<file path="config.mk">
export PLATFORM = sky130hd
export DESIGN_NAME = period_timer
export DESIGN_NICKNAME = d
export VERILOG_FILES = /design/src/rtl/period_timer_pkg.sv /design/src/rtl/tmr_prescaler.sv /design/src/rtl/tmr_postscaler.sv /design/src/rtl/tmr_core.sv /design/src/rtl/period_timer.sv
export SDC_FILE = /design/constraint.sdc
export NUM_CORES = 1
export LEC_CHECK = 0
export ABC_AREA = 1
export CAP_MARGIN = 0
export CELL_PAD_IN_SITES_DETAIL_PLACEMENT = 2
export CELL_PAD_IN_SITES_GLOBAL_PLACEMENT = 2
export CORE_MARGIN = 2
export CORE_UTILIZATION = 31
export CTS_BUF_LIST = sky130_fd_sc_hd__clkbuf_4
export DETAILED_ROUTE_END_ITERATION = 8
export PLACE_DENSITY_LB_ADDON = 0.1
export SYNTH_ARGS = -nofsm -noshare
export SYNTH_HDL_FRONTEND = slang
export SYNTH_HIERARCHICAL = 1
export SYNTH_SLANG_ARGS = --single-unit
</file>
<file path="constraint.sdc">
create_clock -name clk -period 2.2 [get_ports clk]
set_clock_uncertainty 0.05 [all_clocks]
set_input_delay 0.44 -clock clk [delete_from_list [all_inputs] [get_ports clk]]
set_output_delay 0.44 -clock clk [all_outputs]
set_load 0.01 [all_outputs]
</file>
<file path="src/rtl/period_timer_pkg.sv">
// Package: shared sizes and types of the period-match timer.
// Assumes: one byte-wide register file with four addresses.
package period_timer_pkg;

    localparam int DATA_W   = 8;
    localparam int ADDR_W   = 2;
    localparam int PRE_SEL_W  = 2;
    localparam int POST_SEL_W = 4;
    localparam int CTRL_W   = 1 + PRE_SEL_W + POST_SEL_W;

    typedef enum logic [ADDR_W-1:0] {
        REG_COUNT  = 2'd0,
        REG_PERIOD = 2'd1,
        REG_CTRL   = 2'd2,
        REG_FLAG   = 2'd3
    } reg_addr_e;

    typedef struct packed {
        logic [POST_SEL_W-1:0] post_sel;
        logic [PRE_SEL_W-1:0]  pre_sel;
        logic                  run;
    } ctrl_t;

endpackage

</file>
<file path="src/rtl/tmr_prescaler.sv">
// Module: clock prescaler producing one step strobe per 1, 4 or 16 clocks.
// Assumes: sel[1]=1 gives the full 2**DIV_W ratio, sel=01 gives 2**(DIV_W/2),
// sel=00 gives 1; clr restarts the division and wins over counting.
module tmr_prescaler #(
    parameter int SEL_W = 2,
    parameter int DIV_W = 4
) (
    input  logic             clk,
    input  logic             rst_n,
    input  logic             run,
    input  logic             clr,
    input  logic [SEL_W-1:0] sel,
    output logic             tick
);
    localparam int MID_W = DIV_W / 2;

    logic [DIV_W-1:0] div_q;
    logic [DIV_W-1:0] last_val;

    // Purpose: choose the terminal division value from the ratio code.
    always_comb begin
        if (sel[SEL_W-1])
            last_val = '1;
        else if (sel[0])
            last_val = DIV_W'((1 << MID_W) - 1);
        else
            last_val = '0;
    end

    assign tick = run && (div_q == last_val);

    // Purpose: advance the divider while running, restart on clear or on terminal value.
    always_ff @(posedge clk) begin
        if (!rst_n)
            div_q <= '0;
        else if (clr)
            div_q <= '0;
        else if (run)
            div_q <= tick ? '0 : div_q + 1'b1;
    end

endmodule

</file>
<file path="src/rtl/tmr_postscaler.sv">
// Module: divides match events by sel+1 and fires on the last one.
// Assumes: evt is a single-cycle strobe; clr restarts the sequence.
module tmr_postscaler #(
    parameter int SEL_W = 4
) (
    input  logic             clk,
    input  logic             rst_n,
    input  logic             clr,
    input  logic             evt,
    input  logic [SEL_W-1:0] sel,
    output logic             fire
);
    logic [SEL_W-1:0] evt_cnt_q;

    assign fire = evt && (evt_cnt_q == sel);

    // Purpose: count match events, wrap after sel+1 of them.
    always_ff @(posedge clk) begin
        if (!rst_n)
            evt_cnt_q <= '0;
        else if (clr)
            evt_cnt_q <= '0;
        else if (evt)
            evt_cnt_q <= fire ? '0 : evt_cnt_q + 1'b1;
    end

endmodule

</file>
<file path="src/rtl/tmr_core.sv">
// Module: the period counter with compare and registered match pulse.
// Assumes: tick is a one-cycle step strobe; a load takes priority over a step
// and suppresses the match of that cycle.
module tmr_core #(
    parameter int CNT_W = 8
) (
    input  logic             clk,
    input  logic             rst_n,
    input  logic             tick,
    input  logic             load,
    input  logic [CNT_W-1:0] load_val,
    input  logic [CNT_W-1:0] period,
    output logic [CNT_W-1:0] count,
    output logic             match_evt,
    output logic             match_pulse
);
    logic [CNT_W-1:0] count_q;
    logic             match_q;
    logic             at_period;

    assign at_period = (count_q == period);
    assign match_evt = tick && at_period && !load;

    // Purpose: load, step, or return the count to zero on a period match.
    always_ff @(posedge clk) begin
        if (!rst_n)
            count_q <= '0;
        else if (load)
            count_q <= load_val;
        else if (tick)
            count_q <= at_period ? '0 : count_q + 1'b1;
    end

    // Purpose: register the match event as a one-cycle output pulse.
    always_ff @(posedge clk) begin
        if (!rst_n)
            match_q <= 1'b0;
        else
            match_q <= match_evt;
    end

    assign count       = count_q;
    assign match_pulse = match_q;

endmodule

</file>
<file path="src/rtl/period_timer.sv">
// Module: top of the period-match timer: register file, prescaler, counter core
// and postscaler. Assumes: single-cycle writes, combinational reads.
module period_timer
    import period_timer_pkg::*;
#(
    parameter int CNT_W      = 8,
    parameter int PRE_DIV_W  = 4,
    parameter logic [CNT_W-1:0] PERIOD_RST = '1
) (
    input  logic              clk,
    input  logic              rst_n,
    input  logic              bus_wr,
    input  logic [ADDR_W-1:0] bus_addr,
    input  logic [DATA_W-1:0] bus_wdata,
    output logic [DATA_W-1:0] bus_rdata,
    output logic              match_pulse,
    output logic              irq_flag
);
    ctrl_t            ctrl_q;
    logic [CNT_W-1:0] period_q;
    logic [CNT_W-1:0] count_q;
    logic             flag_q;
    logic             wr_count;
    logic             wr_period;
    logic             wr_ctrl;
    logic             wr_flag;
    logic             restart;
    logic             step;
    logic             match_evt;
    logic             post_fire;

    assign wr_count  = bus_wr && (bus_addr == REG_COUNT);
    assign wr_period = bus_wr && (bus_addr == REG_PERIOD);
    assign wr_ctrl   = bus_wr && (bus_addr == REG_CTRL);
    assign wr_flag   = bus_wr && (bus_addr == REG_FLAG);
    assign restart   = wr_count || wr_ctrl;

    // Purpose: hold the period and control registers.
    always_ff @(posedge clk) begin
        if (!rst_n) begin
            period_q <= PERIOD_RST;
            ctrl_q   <= '0;
        end else begin
            if (wr_period)
                period_q <= bus_wdata[CNT_W-1:0];
            if (wr_ctrl)
                ctrl_q <= ctrl_t'(bus_wdata[CTRL_W-1:0]);
        end
    end

    // Purpose: sticky interrupt flag, set by the postscaler, cleared by writing 0.
    always_ff @(posedge clk) begin
        if (!rst_n)
            flag_q <= 1'b0;
        else if (post_fire)
            flag_q <= 1'b1;
        else if (wr_flag && !bus_wdata[0])
            flag_q <= 1'b0;
    end

    tmr_prescaler #(
        .SEL_W (PRE_SEL_W),
        .DIV_W (PRE_DIV_W)
    ) u_pre (
        .clk   (clk),
        .rst_n (rst_n),
        .run   (ctrl_q.run),
        .clr   (restart),
        .sel   (ctrl_q.pre_sel),
        .tick  (step)
    );

    tmr_core #(
        .CNT_W (CNT_W)
    ) u_core (
        .clk         (clk),
        .rst_n       (rst_n),
        .tick        (step),
        .load        (wr_count),
        .load_val    (bus_wdata[CNT_W-1:0]),
        .period      (period_q),
        .count       (count_q),
        .match_evt   (match_evt),
        .match_pulse (match_pulse)
    );

    tmr_postscaler #(
        .SEL_W (POST_SEL_W)
    ) u_post (
        .clk   (clk),
        .rst_n (rst_n),
        .clr   (restart),
        .evt   (match_evt),
        .sel   (ctrl_q.post_sel),
        .fire  (post_fire)
    );

    // Purpose: return the addressed register on the read port.
    always_comb begin
        case (bus_addr)
            REG_COUNT:  bus_rdata = DATA_W'(count_q);
            REG_PERIOD: bus_rdata = DATA_W'(period_q);
            REG_CTRL:   bus_rdata = DATA_W'(ctrl_q);
            default:    bus_rdata = DATA_W'(flag_q);
        endcase
    end

    assign irq_flag = flag_q;

endmodule

</file>
==> impl_metrics.env <==
export IMPL_cts_tree="done"
export IMPL_holdCritPathClass="flop to flop"
export IMPL_dieArea_um2=7030
export IMPL_worst_setup_hold_path_clk_slew_ns=0.10
export IMPL_synth_edf_count=0
export IMPL_initial_core_util_pct=31.7
export IMPL_diodes=0
export IMPL_area_growth_syn_to_layout_pct=28.1
export IMPL_antenna_found_initial=0
export IMPL_routed_wl_mm=7.14
export IMPL_met2_usage_pct=41.2
export IMPL_clockBufferDepth=2
export IMPL_htree_levels=2
export IMPL_outcome="finished clean"
export IMPL_hold_violations=0
export IMPL_post_route_drc_count=0
export IMPL_grt_usage_pct=21.8
export IMPL_seq_area_frac_synth_pct=33.4
export IMPL_syn_num_nets=320
export IMPL_ys_flop_type="dfxtp_1"
export IMPL_gr_total_overflow=0
export IMPL_fin_util_pct=40.5
export IMPL_syn_mean_instance_area_um2=6.50
export IMPL_gr_usage_met1_pct=24.5
export IMPL_layout_cells_non_filler=433
export IMPL_drt_pre_antenna_iters=4
export IMPL_die_h_um=83.8
export IMPL_synth_top_area_cell="dfxtp_1"
export IMPL_clock_latency_ns=0.35
export IMPL_ir_worst_vdd_uv=213
export IMPL_viasPerCell=4.96
export IMPL_dp_hpwl_mm=5.84
export IMPL_crit_type="input port to output pin"
export IMPL_gp_congestion=0.793
export IMPL_io_buffers=22
export IMPL_fmax_mhz=486
export IMPL_clock_sinks=33
export IMPL_syn_area_um2=1980
export IMPL_drive_gt1_share_pct=18.3
export IMPL_crit_fanout=5
export IMPL_row_count=29
export IMPL_period_minus_slack_ns=2.06
export IMPL_grt_pass1_wl_mm=12.0
export IMPL_ys_ff_latch=33
export IMPL_regToRegSetupSlack_ns=0.29
export IMPL_grt_busiest_layer="met2"
export IMPL_finalMaxSlewViolations=0
export IMPL_cp_data_arrival_time_ns=1.57
export IMPL_first_global_vias=2409
export IMPL_fin_crit_sh_pct=93.6
export IMPL_drv_cap=0
export IMPL_power_density_nw_per_um2=500
export IMPL_ys_warn_count=6
export IMPL_leakagePower_nw=1.12
export IMPL_grtUsageMet3_pct=4.15
export IMPL_ant_nets=0
export IMPL_r2r_cells=12
export IMPL_dp_cells=426
export IMPL_core_um2=6240
export IMPL_synth_cell_types=28
export IMPL_clock_tree_root_cell="clkbuf_4"
export IMPL_start_kind="input port"
export IMPL_synth_top_cell_area_share_pct=33.4
export IMPL_setup_viol=0
export IMPL_synth_cells=304
export IMPL_async_flop_share_pct=0
export IMPL_fin_total_pwr_mw=1.27
export IMPL_drt_first_iter_violations=42
export IMPL_crit_required_ns=1.71
export IMPL_worstSetupEndpointType="output pin"
export IMPL_cts_hold_buf=0
export IMPL_synthTopCellsByCount="91 x nand2_1, 41 x inv_1, 33 x dfxtp_1"
export IMPL_numCtsBuffers=5
export IMPL_hold_depth=2
export IMPL_worst_slew_pin_slew_ns=0.391
export IMPL_maxSlewHeadroom_pct=73.8
export IMPL_grt_max_degree=10
export IMPL_synth_most_common_cell="nand2_1"
export IMPL_die_w_um=83.8
export IMPL_wl_per_cell_um=16.5
export IMPL_layout_nets=372
export IMPL_rsz0062_at_grt="false"
export IMPL_yosys_top_cells_area="dfxtp_1 33%, nand2_1 17%, inv_1 7.8%"
export IMPL_pin_count=23
export IMPL_vias=2147
-- cell usage in the layout (no fill, tap or decap) --
cell / instances
a21oi_1: 22
a21oi_2: 3
a22o_1: 1
a22oi_1: 8
a41oi_1: 1
buf_12: 1
buf_4: 26
clkbuf_4: 6
clkdlybuf4s15_1: 1
clkdlybuf4s50_1: 12
clkinv_1: 2
dfxtp_1: 30
dfxtp_2: 3
dlygate4sd2_1: 9
ha_1: 3
inv_1: 41
inv_2: 4
inv_4: 1
nand2_1: 91
nand2_2: 5
nand2_4: 1
nand3_1: 28
nand3_2: 2
nand4_1: 3
nor2_1: 18
nor2_2: 9
nor2_4: 3
nor3_2: 1
o211ai_1: 4
o21ai_0: 10
o21ai_1: 1
or2_1: 1
xnor2_1: 5
-- what timing repair did --
item	4_1_cts	5_1_grt
resized for setup	13	5
gates cloned	0	0
pin swaps	1	0
endpoints found under the setup margin	11	4
buffers inserted	0	0
-- registers in the layout, indices dropped and copies added, names as in the netlist --
signal,flops
ctrl_q,7
irq_flag,1
period_q,8
u_core/count,8
u_core/match_pulse,1
u_post/evt_cnt_q,4
u_pre/div_q,4
-- cells by family (layout without fill, tap and decap cells) --
group	count (synthesis)	count (layout)	synth area share (%)
compound gates	50	50	15.1
xor+xnor	5	5	2.22
fa+ha+maj	3	3	1.90
buf+inv	51	103	10.8
flops	33	33	33.4
simple gates	162	162	36.5
-- path summary, 6_finish.rpt --
check	startpoint	to
setup reg to reg	ctrl_q[0]	u_post/evt_cnt_q[3]
hold reg to reg	irq_flag	irq_flag
setup / recovery	bus_addr[0]	bus_rdata[2]
hold / removal	irq_flag	irq_flag
-- layout make-up --
class | count | area (µm²)
fillers | 789 | 3710
inverters | 47 | 179
well taps | 77 | 96.3
repair buffers | 49 | 424
clock inverters | 1 | 3.75
flip-flops and latches | 33 | 664
multi-input cells | 220 | 1120
clock buffers | 6 | 45.0
-- layer usage --
layer | part of all wire, % | vias up
met1 | 43 | 1044
met4 | 1.8 | 0
met2 | 54 | 17
li1 | - | 1077
met5 | 0 | -
met3 | 1.7 | 9
-- stage by stage --
step	setup slack, ns	instance area [µm²]	hold slack [ns]	TNS (ns)
2_1_floorplan	0.323	1980	0.407	0
6_report	0.140	2530	0.448	0
5_1_grt	0.0623	2530	0.487	0
3_3_place_gp	-0.341	2470	0.427	-3.80
3_5_place_dp	-0.385	2470	0.442	-5.89
4_1_cts	0.0817	2520	0.456	0
-- report_power, final --
part	internal, mW	leakage, nW	total [mW]	switching [mW]
clock	0.128	0.0292	0.350	0.222
combinational	0.117	0.818	0.266	0.149
sequential	0.621	0.270	0.650	0.0291
total	0.866	1.12	1.27	0.400
-- critical path, cell delays in order --
cell	delay [ns]
clkdlybuf4s15_1	0.29
inv_1	0.10
nand2_1	0.13
o211ai_1	0.30
dlygate4sd2_1	0.31
No activity file was read; power rests on OpenSTA's default activity.
